**src/rtl/fp2u_pkg.sv**
```systemverilog
package fp2u_pkg;
    localparam int EXP_W    = 8;
    localparam int FRAC_W   = 23;
    localparam int IN_W     = EXP_W + FRAC_W + 1;
    localparam int MANT_W   = FRAC_W + 1;
    localparam int BIAS     = (1 << (EXP_W - 1)) - 1;
    localparam int UE_W     = EXP_W + 1;
    localparam int NARROW_W = 32;
    localparam int WIDE_W   = 64;

    // Unpacked operand fields
    typedef struct packed {
        logic                   sign;
        logic                   special;   // exponent all ones: NaN or infinity
        logic                   zero;      // +0 or -0
        logic signed [UE_W-1:0] uexp;      // unbiased exponent
        logic [MANT_W-1:0]      mant;      // significand with hidden bit
    } fp_fields_t;

    // Registered result state
    typedef struct packed {
        logic              valid;
        logic [WIDE_W-1:0] value;
        logic              invalid;
        logic              inexact;
    } conv_state_t;
endpackage

```
**src/rtl/fp2u_unpack.sv**
```systemverilog
module fp2u_unpack
    import fp2u_pkg::*;
(
    input  logic [IN_W-1:0] word_i,
    output fp_fields_t      fields_o
);
    logic [EXP_W-1:0]  exp_field;
    logic [FRAC_W-1:0] frac_field;

    always_comb begin
        exp_field        = word_i[FRAC_W +: EXP_W];
        frac_field       = word_i[FRAC_W-1:0];
        fields_o.sign    = word_i[IN_W-1];
        fields_o.special = &exp_field;
        fields_o.zero    = (exp_field == '0) && (frac_field == '0);
        fields_o.uexp    = $signed({1'b0, exp_field}) - $signed(UE_W'(BIAS));
        fields_o.mant    = {(exp_field != '0), frac_field};
    end
endmodule

```
**src/rtl/fp2u_align.sv**
```systemverilog
module fp2u_align
    import fp2u_pkg::*;
#(
    parameter int OUT_W = WIDE_W
) (
    input  logic [MANT_W-1:0]      mant_i,
    input  logic signed [UE_W-1:0] uexp_i,
    output logic [OUT_W-1:0]       mag_o,
    output logic                   dropped_o
);
    localparam int SH_W   = $clog2(OUT_W) + 1;
    localparam int TOP    = MANT_W - 1;
    localparam int PAD_W  = OUT_W - MANT_W;

    logic [SH_W-1:0]   lsh;
    logic [SH_W-1:0]   rsh;
    logic [MANT_W-1:0] lost_mask;

    always_comb begin
        lsh       = '0;
        rsh       = '0;
        lost_mask = '0;
        mag_o     = '0;
        dropped_o = 1'b0;
        if (uexp_i[UE_W-1]) begin
            // magnitude below one: everything is fraction
            dropped_o = |mant_i;
        end else if (uexp_i >= $signed(UE_W'(OUT_W))) begin
            // out of range; the judge flags it
            mag_o = '0;
        end else if (uexp_i >= $signed(UE_W'(TOP))) begin
            lsh   = SH_W'(uexp_i - $signed(UE_W'(TOP)));
            mag_o = {{PAD_W{1'b0}}, mant_i} << lsh;
        end else begin
            rsh       = SH_W'($signed(UE_W'(TOP)) - uexp_i);
            mag_o     = OUT_W'(mant_i >> rsh);
            lost_mask = ~({MANT_W{1'b1}} << rsh);
            dropped_o = |(mant_i & lost_mask);
        end
    end
endmodule

```
**src/rtl/fp2u_judge.sv**
```systemverilog
module fp2u_judge
    import fp2u_pkg::*;
(
    input  logic                   sign_i,
    input  logic                   special_i,
    input  logic                   zero_i,
    input  logic signed [UE_W-1:0] uexp_i,
    input  logic [WIDE_W-1:0]      mag_i,
    input  logic                   dropped_i,
    input  logic                   wide_i,
    input  logic                   mask_i,
    output logic [WIDE_W-1:0]      value_o,
    output logic                   invalid_o,
    output logic                   inexact_o
);
    localparam int NUM_W = 2;

    logic [NUM_W-1:0]  over;
    logic [WIDE_W-1:0] ones    [NUM_W];
    logic [WIDE_W-1:0] trimmed [NUM_W];

    // One range check and one saturation pattern per supported width
    for (genvar g = 0; g < NUM_W; g++) begin : g_width
        localparam int W = (g == 0) ? NARROW_W : WIDE_W;
        assign over[g]    = !uexp_i[UE_W-1] && (uexp_i >= $signed(UE_W'(W)));
        assign ones[g]    = WIDE_W'({W{1'b1}});
        assign trimmed[g] = mag_i & ones[g];
    end

    logic sel;
    logic below_one;
    logic bad;

    always_comb begin
        sel       = wide_i;
        below_one = uexp_i[UE_W-1];
        bad       = special_i
                  | (!below_one && sign_i)
                  | over[sel];
        invalid_o = bad;
        if (bad) begin
            value_o   = mask_i ? ones[sel] : '0;
            inexact_o = 1'b0;
        end else if (below_one) begin
            value_o   = '0;
            inexact_o = !zero_i;
        end else begin
            value_o   = trimmed[sel];
            inexact_o = dropped_i;
        end
    end
endmodule

```
**src/rtl/fp32_to_uint_trunc.sv**
```systemverilog
module fp32_to_uint_trunc
    import fp2u_pkg::*;
(
    input  logic        clk,
    input  logic        rst_n,
    input  logic        in_valid,
    input  logic [31:0] in_word,
    input  logic        long_mode,
    input  logic        wide_sel,
    input  logic        inv_mask,
    output logic        out_valid,
    output logic [63:0] out_value,
    output logic        out_invalid,
    output logic        out_inexact
);
    fp_fields_t        fields;
    logic [WIDE_W-1:0] mag;
    logic              dropped;
    logic              wide;
    logic [WIDE_W-1:0] conv_value;
    logic              conv_invalid;
    logic              conv_inexact;

    assign wide = long_mode & wide_sel;

    fp2u_unpack u_unpack (
        .word_i   (in_word),
        .fields_o (fields)
    );

    fp2u_align #(.OUT_W(WIDE_W)) u_align (
        .mant_i    (fields.mant),
        .uexp_i    (fields.uexp),
        .mag_o     (mag),
        .dropped_o (dropped)
    );

    fp2u_judge u_judge (
        .sign_i    (fields.sign),
        .special_i (fields.special),
        .zero_i    (fields.zero),
        .uexp_i    (fields.uexp),
        .mag_i     (mag),
        .dropped_i (dropped),
        .wide_i    (wide),
        .mask_i    (inv_mask),
        .value_o   (conv_value),
        .invalid_o (conv_invalid),
        .inexact_o (conv_inexact)
    );

    conv_state_t st_d, st_q;

    always_comb begin
        st_d       = st_q;
        st_d.valid = in_valid;
        if (in_valid) begin
            st_d.value   = conv_value;
            st_d.invalid = conv_invalid;
            st_d.inexact = conv_inexact;
        end
    end

    always_ff @(posedge clk or negedge rst_n) begin
        if (!rst_n) st_q <= '0;
        else        st_q <= st_d;
    end

    assign out_valid   = st_q.valid;
    assign out_value   = st_q.value;
    assign out_invalid = st_q.invalid;
    assign out_inexact = st_q.inexact;

    AST_ONE_CYCLE: assert property (@(posedge clk) disable iff (!rst_n)
        in_valid |=> out_valid);
    AST_IDLE_LOW: assert property (@(posedge clk) disable iff (!rst_n)
        !in_valid |=> !out_valid);
    AST_INVALID_QUIET: assert property (@(posedge clk) disable iff (!rst_n)
        (out_valid && out_invalid) |-> !out_inexact);
    AST_NARROW_TOP_ZERO: assert property (@(posedge clk) disable iff (!rst_n)
        (in_valid && !(long_mode && wide_sel)) |=> (out_value[63:32] == 32'h0));
    AST_SPECIAL_INVALID: assert property (@(posedge clk) disable iff (!rst_n)
        (in_valid && (&in_word[30:23])) |=> out_invalid);
    AST_MASKED_ONES: assert property (@(posedge clk) disable iff (!rst_n)
        (in_valid && inv_mask && (&in_word[30:23])) |=>
        (out_value == ($past(long_mode && wide_sel) ? 64'hFFFF_FFFF_FFFF_FFFF
                                                    : 64'h0000_0000_FFFF_FFFF)));
    AST_SMALL_ZERO: assert property (@(posedge clk) disable iff (!rst_n)
        (in_valid && (in_word[30:23] < 8'd127)) |=> (out_value == 64'h0 && !out_invalid));
endmodule

```
**config.mk**
```make
export PLATFORM = sky130hd
export DESIGN_NAME = fp32_to_uint_trunc
export DESIGN_NICKNAME = d
export VERILOG_FILES = /design/src/rtl/fp2u_pkg.sv /design/src/rtl/fp2u_unpack.sv /design/src/rtl/fp2u_align.sv /design/src/rtl/fp2u_judge.sv /design/src/rtl/fp32_to_uint_trunc.sv
export SDC_FILE = /design/constraint.sdc
export NUM_CORES = 1
export LEC_CHECK = 0
export BUFFER_PORTS_ARGS = -buffer_cell sky130_fd_sc_hd__buf_2
export CORE_UTILIZATION = 35
export DETAILED_ROUTE_END_ITERATION = 7
export SLEW_MARGIN = 15
export SYNTH_ARGS = -nofsm -noshare
export SYNTH_HDL_FRONTEND = slang
export SYNTH_SLANG_ARGS = --single-unit
```
**constraint.sdc**
```tcl
create_clock -name clk -period 3.5 [get_ports clk]
set_input_delay 0.175 -clock clk [delete_from_list [all_inputs] [get_ports clk]]
set_output_delay 0.175 -clock clk [all_outputs]
set_load 0.02 [all_outputs]
```
==> summary.md <==
| Metric | Value |
|---|---|
| Status | finished, final reports clean |
| Iteration-0 DRC Markers | 838 |
| Clock transition at path regs | 60 ps |
| Worst reg2reg path startpoint | out_inexact$_DFFE_PN0P_ |
| Vias per inst | 6.12 |
| Max cap viols | 0 |
| Die Y | 140 um |
| Total Routing Usage GR | 0.254 |
| Leakage power | 0.00333 uW |
| Post-layout net count | 938 |
| Post-synthesis sequential area ratio | 0.252 |
| Type of element capturing the critical path | register |
| EDFF count, synth | 0 |
| Arrival @ worst endpoint | 3240 ps |
| Hold Slack | 295 ps |
| Final std cells w/o fill | 1133 |
| Yosys cell types | 75 |
| Cells after Synth | 812 |
| Clock root buffer | clkbuf_16 |
| H-tree levels | 3 |
| Fill count | 1909 |
| DRT antenna net count | 0 |
| Routability cong. | 0.949 |
| Vias | 6931 |
| First-pass GRT wire length | 38200 um |
| Most common cell after layout, fill and taps aside | nor2_1 |
| Worst R2R End | out_inexact$_DFFE_PN0P_ |
| CP Class | input pin to register |
| Worst skew pair latency | 340 ps |
| Hold Fails Final Rpt | 0 |
| Multi-input logic area | 4690 um2 |
| CTS tree | built |
| Row count | 50 |
| Total gr overflow | 0 |
| Final min period | 2970 ps |
| Setup TNS | 0 ps |
| Final Max Slew Viols | 0 |
| Initial core utilization | 0.356 |
| Syn Nets | 855 |
| # diodes | 0 |
| Unrepaired setup endpoints after global routing | no |
| Placed insts | 1117 |
| Worst hold path class | input pin to register |
| R2R Setup Slk | 1920 ps |
| Drt pass-1 iters | 6 |
| Initial antenna violation count | 0 |
| Largest net degree at the start of global routing | 60 |
| FFs w/ async S/R, synth | 1.00 |
| Drt total wl | 24800 um |
| Post-Syn Area per Cell | 8.18 um2 |
| Crit path max fanout | 10 |
| Fraction of layout cells with a size suffix above 1 | 0.246 |
| Layout area overhead | 17.8% |
| Core Util, Final | 0.420 |
| Period utilisation layout | 0.849 |
| Core area | 18600 um2 |
| DP HPWL | 18700 um |
| Hold wc startpoint | in_valid |
| Final setup viols | 0 |
| Die width | 140 um |
| Fmax | 337 MHz |
| Slew HR | 0.325 |
| Worst-margin pin slew | 1010 ps |
| Ports | 105 |
| Clock tree buffer depth | 2 |
| Hold Crit Depth | 3 |
| Most frequent cells in the layout | 109 x nor2_1, 104 x buf_2, 93 x nand2_1 |
| WP data required | 3770 ps |
| Clk_skew | 0 ps |
| Total of warnings raised by yosys | 0 |
| Worst setup SP type | input pin |
| Sequential Area | 1680 um2 |
| Vias in the first global route | 6378 |
| Sink Count | 67 |
| Setup Fix Bufs, Post-CTS | 0 |
| Worst-case reg-to-reg path depth | 7 |
| Worst vdd ir | 0.000240 V |
| Routed wirelength normalized by instance count | 21.9 um |
| IO buf count | 104 |
| Synth Flop Type | dfrtp_1 |
| Count of state elements after synthesis | 67 |
| Die ar. | 19500 um2 |
| Worst Hold Endpoint | out_value[17]$_DFFE_PN0P_ |
| Pwr Density | 429 nW/um2 |
| DRC | 0 |
| CTS Buf Count | 9 |
| Mapped Area | 6640 um2 |
==> sequential cells by signal, summed over array words and instances (netlist names) <==
register / cells
out_invalid: 1
out_inexact: 1
out_value: 64
out_valid: 1
==> layout make-up <==
| cell class | instances | area share |
|---|---|---|
| clock buffer | 10 | 0.0305 |
| clock inverter | 5 | 0.00991 |
| inverter | 8 | 0.00384 |
| multi-input combinational | 669 | 0.599 |
| sequential | 67 | 0.214 |
| tap | 234 | 0.0374 |
| timing repair buffer | 140 | 0.105 |
==> critical path, cell delays in order <==
cell,delay (ps)
buf_2,150
ha_1,220
nand3_1,110
xor2_1,220
inv_1,130
ha_1,250
a31oi_2,330
xor3_1,560
nand2_1,340
or3_1,380
a21oi_1,210
o22a_1,160
==> Yosys cell counts (6+ instances only) <==
| cell type | n | area share |
|---|---|---|
| o31ai_1 | 6 | 0.0068 |
| buf_2 | 26 | 0.020 |
| o21ai_0 | 45 | 0.034 |
| a221oi_1 | 11 | 0.015 |
| a31oi_1 | 16 | 0.015 |
| nor2_1 | 109 | 0.062 |
| xnor2_1 | 9 | 0.012 |
| inv_1 | 7 | 0.0040 |
| or3_1 | 8 | 0.0075 |
| a21oi_1 | 69 | 0.052 |
| dfrtp_1 | 67 | 0.25 |
| o22a_1 | 16 | 0.021 |
| o22ai_1 | 16 | 0.015 |
| and3_1 | 7 | 0.0066 |
| mux2_2 | 13 | 0.022 |
| nand2_1 | 93 | 0.053 |
| nor2b_1 | 9 | 0.0085 |
| mux2i_1 | 54 | 0.081 |
| mux4_2 | 30 | 0.10 |
| nand3_1 | 23 | 0.017 |
| buf_1 | 6 | 0.0034 |
| nand4_1 | 10 | 0.0094 |
| clkbuf_1 | 36 | 0.020 |
| nor3_1 | 24 | 0.018 |
==> how the worst max path moves through the flow <==
stage / cells past startpoint / from / end / slack (ps)
final: 12 / in_word[23] / out_value[39]$_DFFE_PN0P_ / 530
after CTS: 12 / in_word[23] / out_value[39]$_DFFE_PN0P_ / 530
after global routing: 13 / in_word[23] / out_value[32]$_DFFE_PN0P_ / 320
after global placement: 13 / in_word[23] / out_value[32]$_DFFE_PN0P_ / 230
after floorplan: 13 / in_word[23] / out_value[52]$_DFFE_PN0P_ / 350
after detailed placement: 13 / in_word[23] / out_value[32]$_DFFE_PN0P_ / 200
==> cells by family after synthesis <==
group           count (synthesis)  share of synthesized area
simple gates                  317                      0.221
compound gates                232                      0.233
mux                            97                      0.205
buf+inv                        76                     0.0479
flops                          67                      0.252
xor+xnor                       17                     0.0301
fa+ha+maj                       6                     0.0109
==> report_power, final <==
group	switching, uW	internal [uW]
clock	341	636
combinational	970	527
sequential	41.6	843
total	1350	2010
==> metal layers <==
layer  vias to the layer above  global-route usage  wire length [um]
li1                       3217                   -                 -
met1                      3281               0.372             11300
met2                       390               0.379             10800
met3                        43              0.0375              2020
met4                         0              0.0839               652
met5                         -                   0                 0
==> through the flow <==
step / cell area (um2) / setup WS, ps / power [uW]
after CTS: 7830 / 528 / 3340
after global placement: 7500 / 233 / 2350
after global routing: 7830 / 317 / 3500
final: 7830 / 529 / 3360
after floorplan: 6640 / 347 / 1850
after detailed placement: 7500 / 203 / 2350
==> what timing repair did <==
action                    4_1_cts  5_1_grt
hold buffers                    1        0
gates resized for setup         0        0
hold endpoints to repair       24        0
(Power assumes the default switching activity.)
